### src/rtl/sgm_pkg.sv
package sgm_pkg;
  localparam int CAUSE_W   = 3;
  localparam int NUM_CAUSE = 6;

  // Cause codes; a lower value wins when several occur together.
  typedef enum logic [CAUSE_W-1:0] {
    C_NONE     = 3'd0,
    C_DATA_UNF = 3'd1,
    C_DATA_OVF = 3'd2,
    C_OFS_UNF  = 3'd3,
    C_OFS_OVF  = 3'd4,
    C_PHASE    = 3'd5,
    C_RESIDUE  = 3'd6
  } cause_e;
endpackage

### src/rtl/sgm_offset_track.sv
module sgm_offset_track #(
  parameter int OFS_W = 5
) (
  input  logic             clk,
  input  logic             rst,
  input  logic             req_stb,
  input  logic             ack_stb,
  input  logic             is_target,
  input  logic             phase_stb,
  input  logic [OFS_W-1:0] max_offset,
  output logic [OFS_W-1:0] cnt,
  output logic             ovf_viol,
  output logic             unf_viol,
  output logic             phs_viol
);
  logic sync_mode, inc, dec;

  assign sync_mode = (max_offset != '0);
  assign inc       = req_stb & ~ack_stb;
  assign dec       = ack_stb & ~req_stb;

  always_comb begin
    ovf_viol = sync_mode & inc & (cnt >= max_offset);
    unf_viol = sync_mode & is_target & dec & (cnt == '0);
    phs_viol = sync_mode & ~is_target & phase_stb & (cnt != '0);
  end

  always_ff @(posedge clk) begin
    if (rst || !sync_mode || phase_stb)
      cnt <= '0;
    else if (inc && !ovf_viol)
      cnt <= cnt + 1'b1;
    else if (dec && cnt != '0)
      cnt <= cnt - 1'b1;
  end


  async_hold_chk: assert property (@(posedge clk) disable iff (rst)
    (max_offset == '0) |=> (cnt == '0));


  ovf_hold_chk: assert property (@(posedge clk) disable iff (rst)
    (ovf_viol && !phase_stb) |=> (cnt == $past(cnt)));


  phase_clear_chk: assert property (@(posedge clk) disable iff (rst)
    phase_stb |=> (cnt == '0));
endmodule

### src/rtl/sgm_fifo_level.sv
module sgm_fifo_level #(
  parameter int FIFO_DEPTH = 8,
  localparam int LVL_W = $clog2(FIFO_DEPTH + 1)
) (
  input  logic             clk,
  input  logic             rst,
  input  logic             push,
  input  logic             pop,
  input  logic             xfer_start,
  input  logic             xfer_sync_rx,
  output logic [LVL_W-1:0] level,
  output logic             dunf_viol,
  output logic             dovf_viol,
  output logic             resid_viol
);
  localparam logic [LVL_W-1:0] FULL = LVL_W'(FIFO_DEPTH);

  logic only_push, only_pop;
  assign only_push = push & ~pop;
  assign only_pop  = pop & ~push;

  always_comb begin
    dunf_viol  = only_pop & (level == '0);
    dovf_viol  = only_push & (level == FULL);
    resid_viol = xfer_start & ~xfer_sync_rx & (level != '0);
  end

  always_ff @(posedge clk) begin
    if (rst)
      level <= '0;
    else if (only_push && !dovf_viol)
      level <= level + 1'b1;
    else if (only_pop && !dunf_viol)
      level <= level - 1'b1;
  end


  lvl_bound_chk: assert property (@(posedge clk) disable iff (rst)
    level <= FULL);


  push_pop_stable_chk: assert property (@(posedge clk) disable iff (rst)
    (push && pop) |=> $stable(level));
endmodule

### src/rtl/sgm_err_collect.sv
module sgm_err_collect
  import sgm_pkg::*;
(
  input  logic                 clk,
  input  logic                 rst,
  input  logic [NUM_CAUSE:1]   viol,
  input  logic                 stat_rd,
  output logic                 flag,
  output logic [CAUSE_W-1:0]   cause
);
  logic               any_viol;
  logic [CAUSE_W-1:0] first_code;

  assign any_viol = |viol;

  // Scan from the highest code down, so the lowest set code is kept.
  always_comb begin
    first_code = C_NONE;
    for (int i = NUM_CAUSE; i >= 1; i--)
      if (viol[i]) first_code = CAUSE_W'(i);
  end

  always_ff @(posedge clk) begin
    if (rst) begin
      flag  <= 1'b0;
      cause <= C_NONE;
    end else if (any_viol && (!flag || stat_rd)) begin
      flag  <= 1'b1;
      cause <= first_code;
    end else if (stat_rd) begin
      flag  <= 1'b0;
      cause <= C_NONE;
    end
  end


  sticky_first_chk: assert property (@(posedge clk) disable iff (rst)
    (flag && !stat_rd) |=> (flag && $stable(cause)));


  read_clear_chk: assert property (@(posedge clk) disable iff (rst)
    (stat_rd && !any_viol) |=> (!flag && cause == C_NONE));


  idle_cause_chk: assert property (@(posedge clk) disable iff (rst)
    !flag |-> (cause == C_NONE));
endmodule

### src/rtl/sync_offset_monitor.sv
module sync_offset_monitor
  import sgm_pkg::*;
#(
  parameter int FIFO_DEPTH = 8,
  parameter int OFS_W      = 5,
  localparam int LVL_W = $clog2(FIFO_DEPTH + 1)
) (
  input  logic               clk,
  input  logic               rst,
  input  logic               req_stb,
  input  logic               ack_stb,
  input  logic               is_target,
  input  logic [OFS_W-1:0]   max_offset,
  input  logic               phase_stb,
  input  logic               fifo_push,
  input  logic               fifo_pop,
  input  logic               xfer_start,
  input  logic               xfer_sync_rx,
  input  logic               stat_rd,
  output logic [OFS_W-1:0]   offset_cnt,
  output logic [LVL_W-1:0]   fifo_level,
  output logic [CAUSE_W-1:0] err_cause,
  output logic               gross_err
);
  logic ovf_v, unf_v, phs_v, dunf_v, dovf_v, resid_v;
  logic [NUM_CAUSE:1] viol;

  sgm_offset_track #(.OFS_W(OFS_W)) u_ofs (
    .clk(clk), .rst(rst), .req_stb(req_stb), .ack_stb(ack_stb),
    .is_target(is_target), .phase_stb(phase_stb), .max_offset(max_offset),
    .cnt(offset_cnt), .ovf_viol(ovf_v), .unf_viol(unf_v), .phs_viol(phs_v)
  );

  sgm_fifo_level #(.FIFO_DEPTH(FIFO_DEPTH)) u_lvl (
    .clk(clk), .rst(rst), .push(fifo_push), .pop(fifo_pop),
    .xfer_start(xfer_start), .xfer_sync_rx(xfer_sync_rx),
    .level(fifo_level), .dunf_viol(dunf_v), .dovf_viol(dovf_v),
    .resid_viol(resid_v)
  );

  always_comb begin
    viol                = '0;
    viol[int'(C_DATA_UNF)] = dunf_v;
    viol[int'(C_DATA_OVF)] = dovf_v;
    viol[int'(C_OFS_UNF)]  = unf_v;
    viol[int'(C_OFS_OVF)]  = ovf_v;
    viol[int'(C_PHASE)]    = phs_v;
    viol[int'(C_RESIDUE)]  = resid_v;
  end

  sgm_err_collect u_err (
    .clk(clk), .rst(rst), .viol(viol), .stat_rd(stat_rd),
    .flag(gross_err), .cause(err_cause)
  );


  ofs_step_chk: assert property (@(posedge clk) disable iff (rst)
    (max_offset != '0 && !phase_stb && req_stb && ack_stb)
      |=> $stable(offset_cnt));
endmodule

### config.mk
export PLATFORM = sky130hd
export DESIGN_NAME = sync_offset_monitor
export DESIGN_NICKNAME = d
export VERILOG_FILES = /design/src/rtl/sgm_pkg.sv /design/src/rtl/sgm_offset_track.sv /design/src/rtl/sgm_fifo_level.sv /design/src/rtl/sgm_err_collect.sv /design/src/rtl/sync_offset_monitor.sv
export SDC_FILE = /design/constraint.sdc
export NUM_CORES = 1
export LEC_CHECK = 0
export ABC_AREA = 1
export BUFFER_PORTS_ARGS = -buffer_cell sky130_fd_sc_hd__buf_2
export CORE_ASPECT_RATIO = 1.1
export CORE_MARGIN = 3
export CORE_UTILIZATION = 45
export CTS_CLUSTER_SIZE = 20
export DETAILED_ROUTE_END_ITERATION = 8
export PLACE_DENSITY_LB_ADDON = 0.3
export SYNTH_ARGS = -nofsm -noshare
export SYNTH_HDL_FRONTEND = slang
export SYNTH_SLANG_ARGS = --single-unit
### constraint.sdc
create_clock -name clk -period 2.2 [get_ports clk]
set_clock_uncertainty 0.05 [all_clocks]
set_input_delay 0.11 -clock clk [delete_from_list [all_inputs] [get_ports clk]]
set_output_delay 0.11 -clock clk [all_outputs]
set_load 0.02 [all_outputs]
; Word level (Yosys, flattened, before mapping)
; Cells that the tools add are included.
[op_classes]
n_mux = 14
bitwise_logic = 22
reduce_logical = 22
add_sub_neg = 4
n_eq_ne = 1
order_cmp = 1
[ops]
columns = op, n
row1 = $mux W3, 8
row2 = $and A1 B1 Y1, 16
row3 = $mux W5, 2
row4 = $reduce_bool A5 Y1, 2
row5 = $mux W4, 2
row6 = $not A1 Y1, 6
row7 = $reduce_bool A2 Y1, 3
row8 = $reduce_or A6 Y1, 1
row9 = $add A5 B1 Y5 const B, 1
row10 = $ge A5 B5 Y1, 1
row11 = $logic_and A1 B1 Y1, 5
row12 = $logic_not A1 Y1, 5
row13 = $logic_not A5 Y1, 1
row14 = $sub A5 B1 Y5 const B, 1
row15 = $add A4 B1 Y4 const B, 1
row16 = $eq A4 B4 Y1 const B, 1
row17 = $logic_not A4 Y1, 1
row18 = $reduce_bool A4 Y1, 1
row19 = $sub A4 B1 Y4 const B, 1
row20 = $logic_or A1 B1 Y1, 3
row21 = $mux W1, 2
[totals]
regBits = 13
inputBits = 16
wordCells = 68
output_inout_bits = 13

; Depth between registers and ports, before layout
; Gate-level depths: netlist of the first run.
[logic_depth]
depth_word = 10
depth_mapped = 16
ltp_nobuf = 16

; By module
; A second synthesis of the first run with hierarchy kept.
[unflattened]
cells_unflattened = 167
hier_area_um2 = 1154.9
[modules_own_cells]
columns = mod, instances, seq_area_each_um2, cells_each, area_each_um2
row1 = sgm_offset_track, 1, 100.1, 84, 571.8
row2 = sgm_fifo_level, 1, 80.1, 48, 350.3
row3 = sgm_err_collect, 1, 80.1, 35, 232.7

; Worst setup path before layout of the first run
; OpenSTA, ideal clock, no wires.
[synth_path]
path_kind = reg2reg
from = register u_ofs.cnt[0]
to = register u_ofs.cnt[4]
arrival_time_ps = 2233
setup_time_ps = 115
path_buffers = 0
period_less_slack_ps = 2398
stages_incl_launch_ff = 16
setup_slack_ps = -198
cell_sequence = dfxtp_1 > inv_1 > ha_1 > inv_1 > nand2_1 > nand2_1 > nand3_1 > nand2_2 > nand2_2 > fa_1 > nand2_1 > nand2_1 > a21oi_1 > nand3_1 > a21oi_1 > nor2_1
[synth_between]
elab_chain_len = 5
[synth_lines]
columns = element, line
row1 = start: declaration, sgm_offset_track.sv:11  ; output logic [OFS_W-1:0] cnt,
row2 = start signal: assignment, sgm_offset_track.sv:32  ; cnt <= cnt + 1'b1;
row3 = start signal: assignment, sgm_offset_track.sv:34  ; cnt <= cnt - 1'b1;
row4 = $ge A5 B5 Y1, sgm_offset_track.sv:23  ; ovf_viol = sync_mode & inc & (cnt >= max_offset);
row5 = $and A1 B1 Y1, sgm_offset_track.sv:23
row6 = $logic_not A1 Y1, sgm_offset_track.sv:31  ; else if (inc && !ovf_viol)
row7 = $logic_and A1 B1 Y1, sgm_offset_track.sv:31
row8 = $mux W5 or $reduce_bool A2 Y1 (tied branches), n/a
; Parallel ways exist; a longest one is shown, timed or not. The select of a mux whose other input is x is not followed.
; A chain may end at the register's enable or synchronous reset.

; Final worst setup path of the first run
[layout_path]
from = register u_ofs.cnt[4]
to = register u_ofs.cnt[4]
; The elaborated chain is that of the path after synthesis.

==> results.yml, run 1 <==
placement:
  gp_congestion: 0.8648
  dp_hpwl_um: 2091
  port_buffers: 28
setup_path:
  end_kind: "register"
  crit_fanout: 4
  arrival_ps: 2320
  start_kind: "register"
  cp.required_ps: 2340
  setup.worst_path.class: "reg -> reg"
detailed_routing:
  drt_pass1_iterations: 4
  final_antenna_net_count: 0
  routed_via_density: 5.025
  wl_per_cell_um: 11.90
  via_count: 1206
  drc: 0
  dr.first_iter.drc_count: 28
  drt-total-wl_um: 2857
logic_synthesis:
  ys_seq_area_share_pct: 24.07
  synth_area_leaders: "dfxtp_1, ha_1, nand2_1, inv_1, a21oi_1"
  synth_cell_types: 17
  synthCells: 165
  synth_top_area_share_pct: 24.07
  synth_common_cells: "nand2_1, inv_1, a21oi_1, nand3_1, nor2_1"
  yosysMostFrequentCell: "nand2_1"
  async_flop_share_pct: 0
  yosysWarnings: 0
  synth-seq-cells: 13
  syn_area_um2: 1081
  synth_top_area_cell: "dfxtp_1"
  synthFlopType: "dfxtp_1"
  syn_nets: 193
  synth_edf_count: 0
  avgSynthCellArea_um2: 6.552
sta:
  min_period_over_period_pct: 99.23
  tightest_slew_ps: 270.0
  relSlewSlack_pct: 81.93
  fmax_mhz: 458.1
  hold_violations: 0
  rsz0062_at_grt: "true"
  setup_viol: 0
  slew_viol_final: 0
  min_period_ps: 2183
  holdWs_ps: 63.60
global_routing:
  grt_overflow: 0
  grt_pass1_vias: 1118
  grt_use_total_pct: 19.36
  grt_max_degree: 8
  grt_pass1_wl_um: 4457
  antenna_found_initial: 0
cts:
  root_buffer: "clkbuf_4"
  path_clk_slew_ps: 80
  worst_skew_pair.late_latency_ps: 290
  cts.sinks: 13
  cts_buffer_depth: 2
  cts_buffers: 3
  h-tree-depth: 1
  cts_tree: "built"
layout:
  nFillCells: 198
  nNetsFinal: 239
  antenna_cells: 0
  utilization_pct: 67.55
  syn_to_final_growth_pct: 42.13
  drive_above_1_share_pct: 40.48
floorplan:
  die_area_um2: 3027
  start_util_pct: 47.52
  rows: 18
  pin_count: 29
  die_w_um: 52.73
  dieHeight_um: 57.41
  core_um2: 2275
pwr:
  internal_power_w: 0.0004781
  p_per_area_nw_per_um2: 523.2
  ir_worst_vdd_mv: 0.5157
  power_switching_w: 0.0003258
  combinationalPowerShare_pct: 44.9
  p_clk_share_pct: 19.7
  switching_share_pct: 40.53
  p_seq_share_pct: 35.4
  leakagePower_nw: 0.8234
worst_hold_path:
  hold_class: "in -> reg"
flow_run:
  drv_cap: 0
status:
  outcome: "finished clean"
==> final timing paths <==
check,from,cells after the start,endpoint,slack [ps]
setup / recovery,u_ofs.cnt[4]$_SDFFE_PP0P_,15,u_ofs.cnt[4]$_SDFFE_PP0P_,20
hold / removal,phase_stb,4,u_ofs.cnt[1]$_SDFFE_PP0P_,60
setup reg to reg,u_ofs.cnt[4]$_SDFFE_PP0P_,15,u_ofs.cnt[4]$_SDFFE_PP0P_,20
hold reg to reg,u_err.cause[1]$_SDFFE_PP0P_,2,u_err.cause[1]$_SDFFE_PP0P_,430
==> power groups by stage <==
stage | logic, W | clock network, W | registers, W
global placement | 0.000310 | 0 | 0.000286
floorplan | 0.000195 | 0 | 0.000321
global route | 0.000403 | 0.000172 | 0.000289
CTS | 0.000336 | 0.000153 | 0.000283
detailed placement | 0.000319 | 0 | 0.000288
finish | 0.000361 | 0.000158 | 0.000285
==> metrics by stage <==
step,total power (W),instance area [µm²],worst slack [ps],TNS (ps),instances
finish,0.0008039,1536,16.86,0,240
global route,0.0008635,1536,-108.3,-114.2,240
CTS,0.0007727,1455,3.358,0,238
detailed placement,0.0006065,1335,-37.51,-37.51,230
global placement,0.0005967,1335,42.23,0,230
floorplan,0.0005154,1105,9.348,0,165
==> layout by cell type (no fill, tap or decap), types with 2 or more instances in the layout <==
cell	netlist	layout
ha_4	0	7
inv_2	0	2
dfxtp_4	0	2
clkbuf_4	0	3
xnor2_1	2	2
nand2_2	4	8
inv_1	30	27
nand2_4	0	2
nand3_2	4	5
buf_4	0	12
nor2_1	14	13
dfxtp_1	13	8
nor2_2	7	8
o21ai_0	10	10
nand2_1	33	27
nand3_1	16	15
dfxtp_2	0	3
buf_2	0	28
a21oi_1	16	14
ha_1	10	3
==> routing by layer <==
metal	part of all wire, %	routed length (µm)	up-vias	GRT usage [%]
li1	-	-	613	-
met2	53	1509	30	35.64
met5	0	0	-	0
met1	41	1168	555	21.26
met3	4.4	125	8	5.222
met4	1.9	53	0	5.109
==> final cells by class <==
type,count,area (µm²),share of cell area [%]
inverter,30,115.1,7.492
multi-input combinational,122,845.8,55.05
tap,30,37.54,2.443
sequential,13,271.5,17.67
timing repair buffer,41,240.2,15.64
clock buffer,4,26.28,1.710
==> registers in the layout, indices dropped and copies added (netlist names) <==
name / cells
u_err.flag: 1
u_lvl.level: 4
u_err.cause: 3
u_ofs.cnt: 5
==> critical path, cell delays in order, from the launching register on <==
cell     delay (ps)
dfxtp_4         370
ha_4            260
nand2_4          70
nor2_2           50
nand2_2          50
nand3_2          70
nand2_2          90
nand2_4          80
fa_2            370
nand2_2          80
nand2_2          50
a21oi_2         150
or2_1           150
nand3_1          80
nand2_1          70
nor2_1           40
==> cell families after synthesis <==
family                     share of synthesized area [%]
xor gates and xnor gates                           2.431
adders and majority gates                          15.28
and+or+nand+nor                                    34.95
buffers and inverters                              10.42
DFF                                                24.07
AOI/OAI and AO/OA                                  12.85
==> what timing repair did <==
| item | in CTS | in global routing |
|---|---|---|
| buffers inserted | 3 | 2 |
| pin swaps | 12 | 14 |
| hold buffers | 1 | 0 |
| endpoints found under the hold margin | 3 | 0 |
| gates resized for setup | 8 | 16 |
| setup endpoints to repair | 1 | 2 |
(Power assumes the default switching activity.)
==> run 2: changes to the inputs <==
- CORE_UTILIZATION: 45 -> 47
==> run 2 against run 1 <==
Compared with the run above:
- highest routed layer unchanged
- largest power group unchanged
- critical path type unchanged
- core utilization increased by 2.6 points
- sequential cell count unchanged
- hold slack improved by 2.5 ps
- sequential power about the same
- via count decreased by 6.1%
- design area decreased by 4.9%
- sequential share of layout area increased by 0.91 points
- combinational power decreased by 6.6%
==> results.yml, run 2 (synthesized netlist as in run 1, its figures left out) <==
global_routing:
  grt_max_degree: 8
  grt_use_total_pct: 17.58
  grt_pass1_vias: 1054
  antenna_found_initial: 0
  grt_overflow: 0
  grt_pass1_wl_um: 4091
setup_path:
  start_kind: "register"
  crit_family: "simple AND/OR/NAND/NOR gates"
  critPathMaxStageDelay_ps: 380
  arrival_ps: 2270
  end_kind: "register"
  cp.depth: 14
  path_buf_inv: 0
  cpMostUsedCell: "nand2_2"
  r2r_cells: 14
  slowest_stage: "fa_2"
  setup.worst_path.class: "reg -> reg"
  cp.required_ps: 2320
  cp_cell_sequence: "ha_1 -> nand2_1 -> nor2_1 -> nand2_1 -> nand3_2 -> nand2_2 -> nand2_4 -> fa_2 -> nand2_2 -> nand2_2 -> a21oi_2 -> nand3_1 -> a21oi_1 -> nor2_1"
  crit_fanout: 7
detailed_routing:
  wl_per_cell_um: 10.73
  drt_pass1_iterations: 4
  drt-total-wl_um: 2510
  drc: 0
  via_count: 1133
  routed_via_density: 4.842
  dr.first_iter.drc_count: 13
  final_antenna_net_count: 0
sta:
  min_period_over_period_pct: 97.63
  slew_viol_final: 0
  setup_tns_ps: 0
  setup_viol: 0
  relSlewSlack_pct: 79.12
  tightest_slew_ps: 312.1
  fmax_mhz: 465.6
  hold_violations: 0
  holdWs_ps: 66.12
  min_period_ps: 2148
  rsz0062_at_grt: "true"
placement:
  port_buffers: 28
  dp_hpwl_um: 2040
  placed_cells: 227
  gp_congestion: 0.8216
  postPlaceCellArea_um2: 1325
layout:
  antenna_cells: 0
  drive_above_1_share_pct: 36.41
  nFillCells: 180
  layout.cells.non_filler: 234
  largest-register: "u_ofs.cnt"
  nNetsFinal: 235
  largest_reg_flops: 5
  largest_registers: "u_ofs.cnt (5), u_lvl.level (4), u_err.cause (3)"
  syn_to_final_growth_pct: 35.19
  fin_area_um2: 1461
  layout.cells.most_common_list: "inv_1, nand2_1, buf_2"
  final_common_cell: "inv_1"
pwr:
  switching_share_pct: 39.36
  leakagePower_nw: 0.7997
  ir_worst_vdd_mv: 0.4078
  internal_power_w: 0.0004650
  power_switching_w: 0.0003018
  p_seq_share_pct: 36.8
  p_clk_share_pct: 19.2
  p_per_area_nw_per_um2: 524.7
  combinationalPowerShare_pct: 44.0
worst_hold_path:
  holdPathStages: 4
  hold_class: "in -> reg"
floorplan:
  pin_count: 29
  die_area_um2: 2912
  dieHeight_um: 56.30
  rows: 17
  core_um2: 2085
  start_util_pct: 51.86
  die_w_um: 51.73
cts:
  path_clk_slew_ps: 80
  h-tree-depth: 1
  cts_tree: "built"
  root_buffer: "clkbuf_4"
  cts_buffers: 3
  worst_skew_pair.late_latency_ps: 270
  cts_buffer_depth: 2
  cts.sinks: 13
status:
  outcome: "finished clean"
flow_run:
  drv_cap: 0
run 2: changes by cell type in the layout (fill, tap and decap cells not counted), sizes merged:
cell	before	now
buf	40	36
run 2: layout make-up:
cell class / instances / area, µm² / area share [%]
tap: 28 / 35.03 / 2.397
inverter: 30 / 115.1 / 7.877
timing repair buffer: 37 / 210.2 / 14.38
clock buffer: 4 / 26.28 / 1.798
sequential: 13 / 271.5 / 18.58
multi-input combinational: 122 / 803.3 / 54.97
run 2: power groups by stage:
stage / logic [W] / clock network (W) / registers [W]
floorplan: 0.000195 / 0 / 0.000321
global placement: 0.000306 / 0 / 0.000286
detailed placement: 0.000316 / 0 / 0.000288
CTS: 0.000331 / 0.000156 / 0.000283
global route: 0.000377 / 0.000168 / 0.000286
finish: 0.000337 / 0.000147 / 0.000282
run 2: per-layer routing:
metal | share of wire (%) | GRT usage [%]
met1 | 43 | 19.28
met2 | 52 | 34.55
met3 | 3.9 | 3.183
met4 | 0.36 | 2.247
met5 | 0 | 0
run 2: tightest hold or removal path, stage by stage:
cell and delay [ps]:
buf_2 70, inv_1 40, nand3_1 90, a21oi_1 40
run 2: final timing paths:
kind / slack [ps] / end / startpoint
min: 70 / u_ofs.cnt[1]$_SDFFE_PP0P_ / phase_stb
min reg2reg: 430 / u_err.cause[1]$_SDFFE_PP0P_ / u_err.cause[1]$_SDFFE_PP0P_
max: 50 / u_ofs.cnt[4]$_SDFFE_PP0P_ / u_ofs.cnt[1]$_SDFFE_PP0P_
max reg2reg: 50 / u_ofs.cnt[4]$_SDFFE_PP0P_ / u_ofs.cnt[1]$_SDFFE_PP0P_
run 2: timing repair:
item	in CTS	in global routing
buffers inserted	2	0
pin swaps	10	5
setup endpoints to repair	1	1
gates cloned	0	0
endpoints found under the hold margin	3	0
hold buffers	1	0
resized for setup	8	8
run 2: stage by stage:
step | worst slack, ps | utilization (%) | power, W
floorplan | 9.348 | - | 0.0005154
global placement | 24.23 | 63.57 | 0.0005926
detailed placement | -81.65 | 63.57 | 0.0006039
CTS | 1.921 | 68.97 | 0.0007698
global route | -68.84 | 70.11 | 0.0008315
finish | 52.10 | 70.11 | 0.0007668
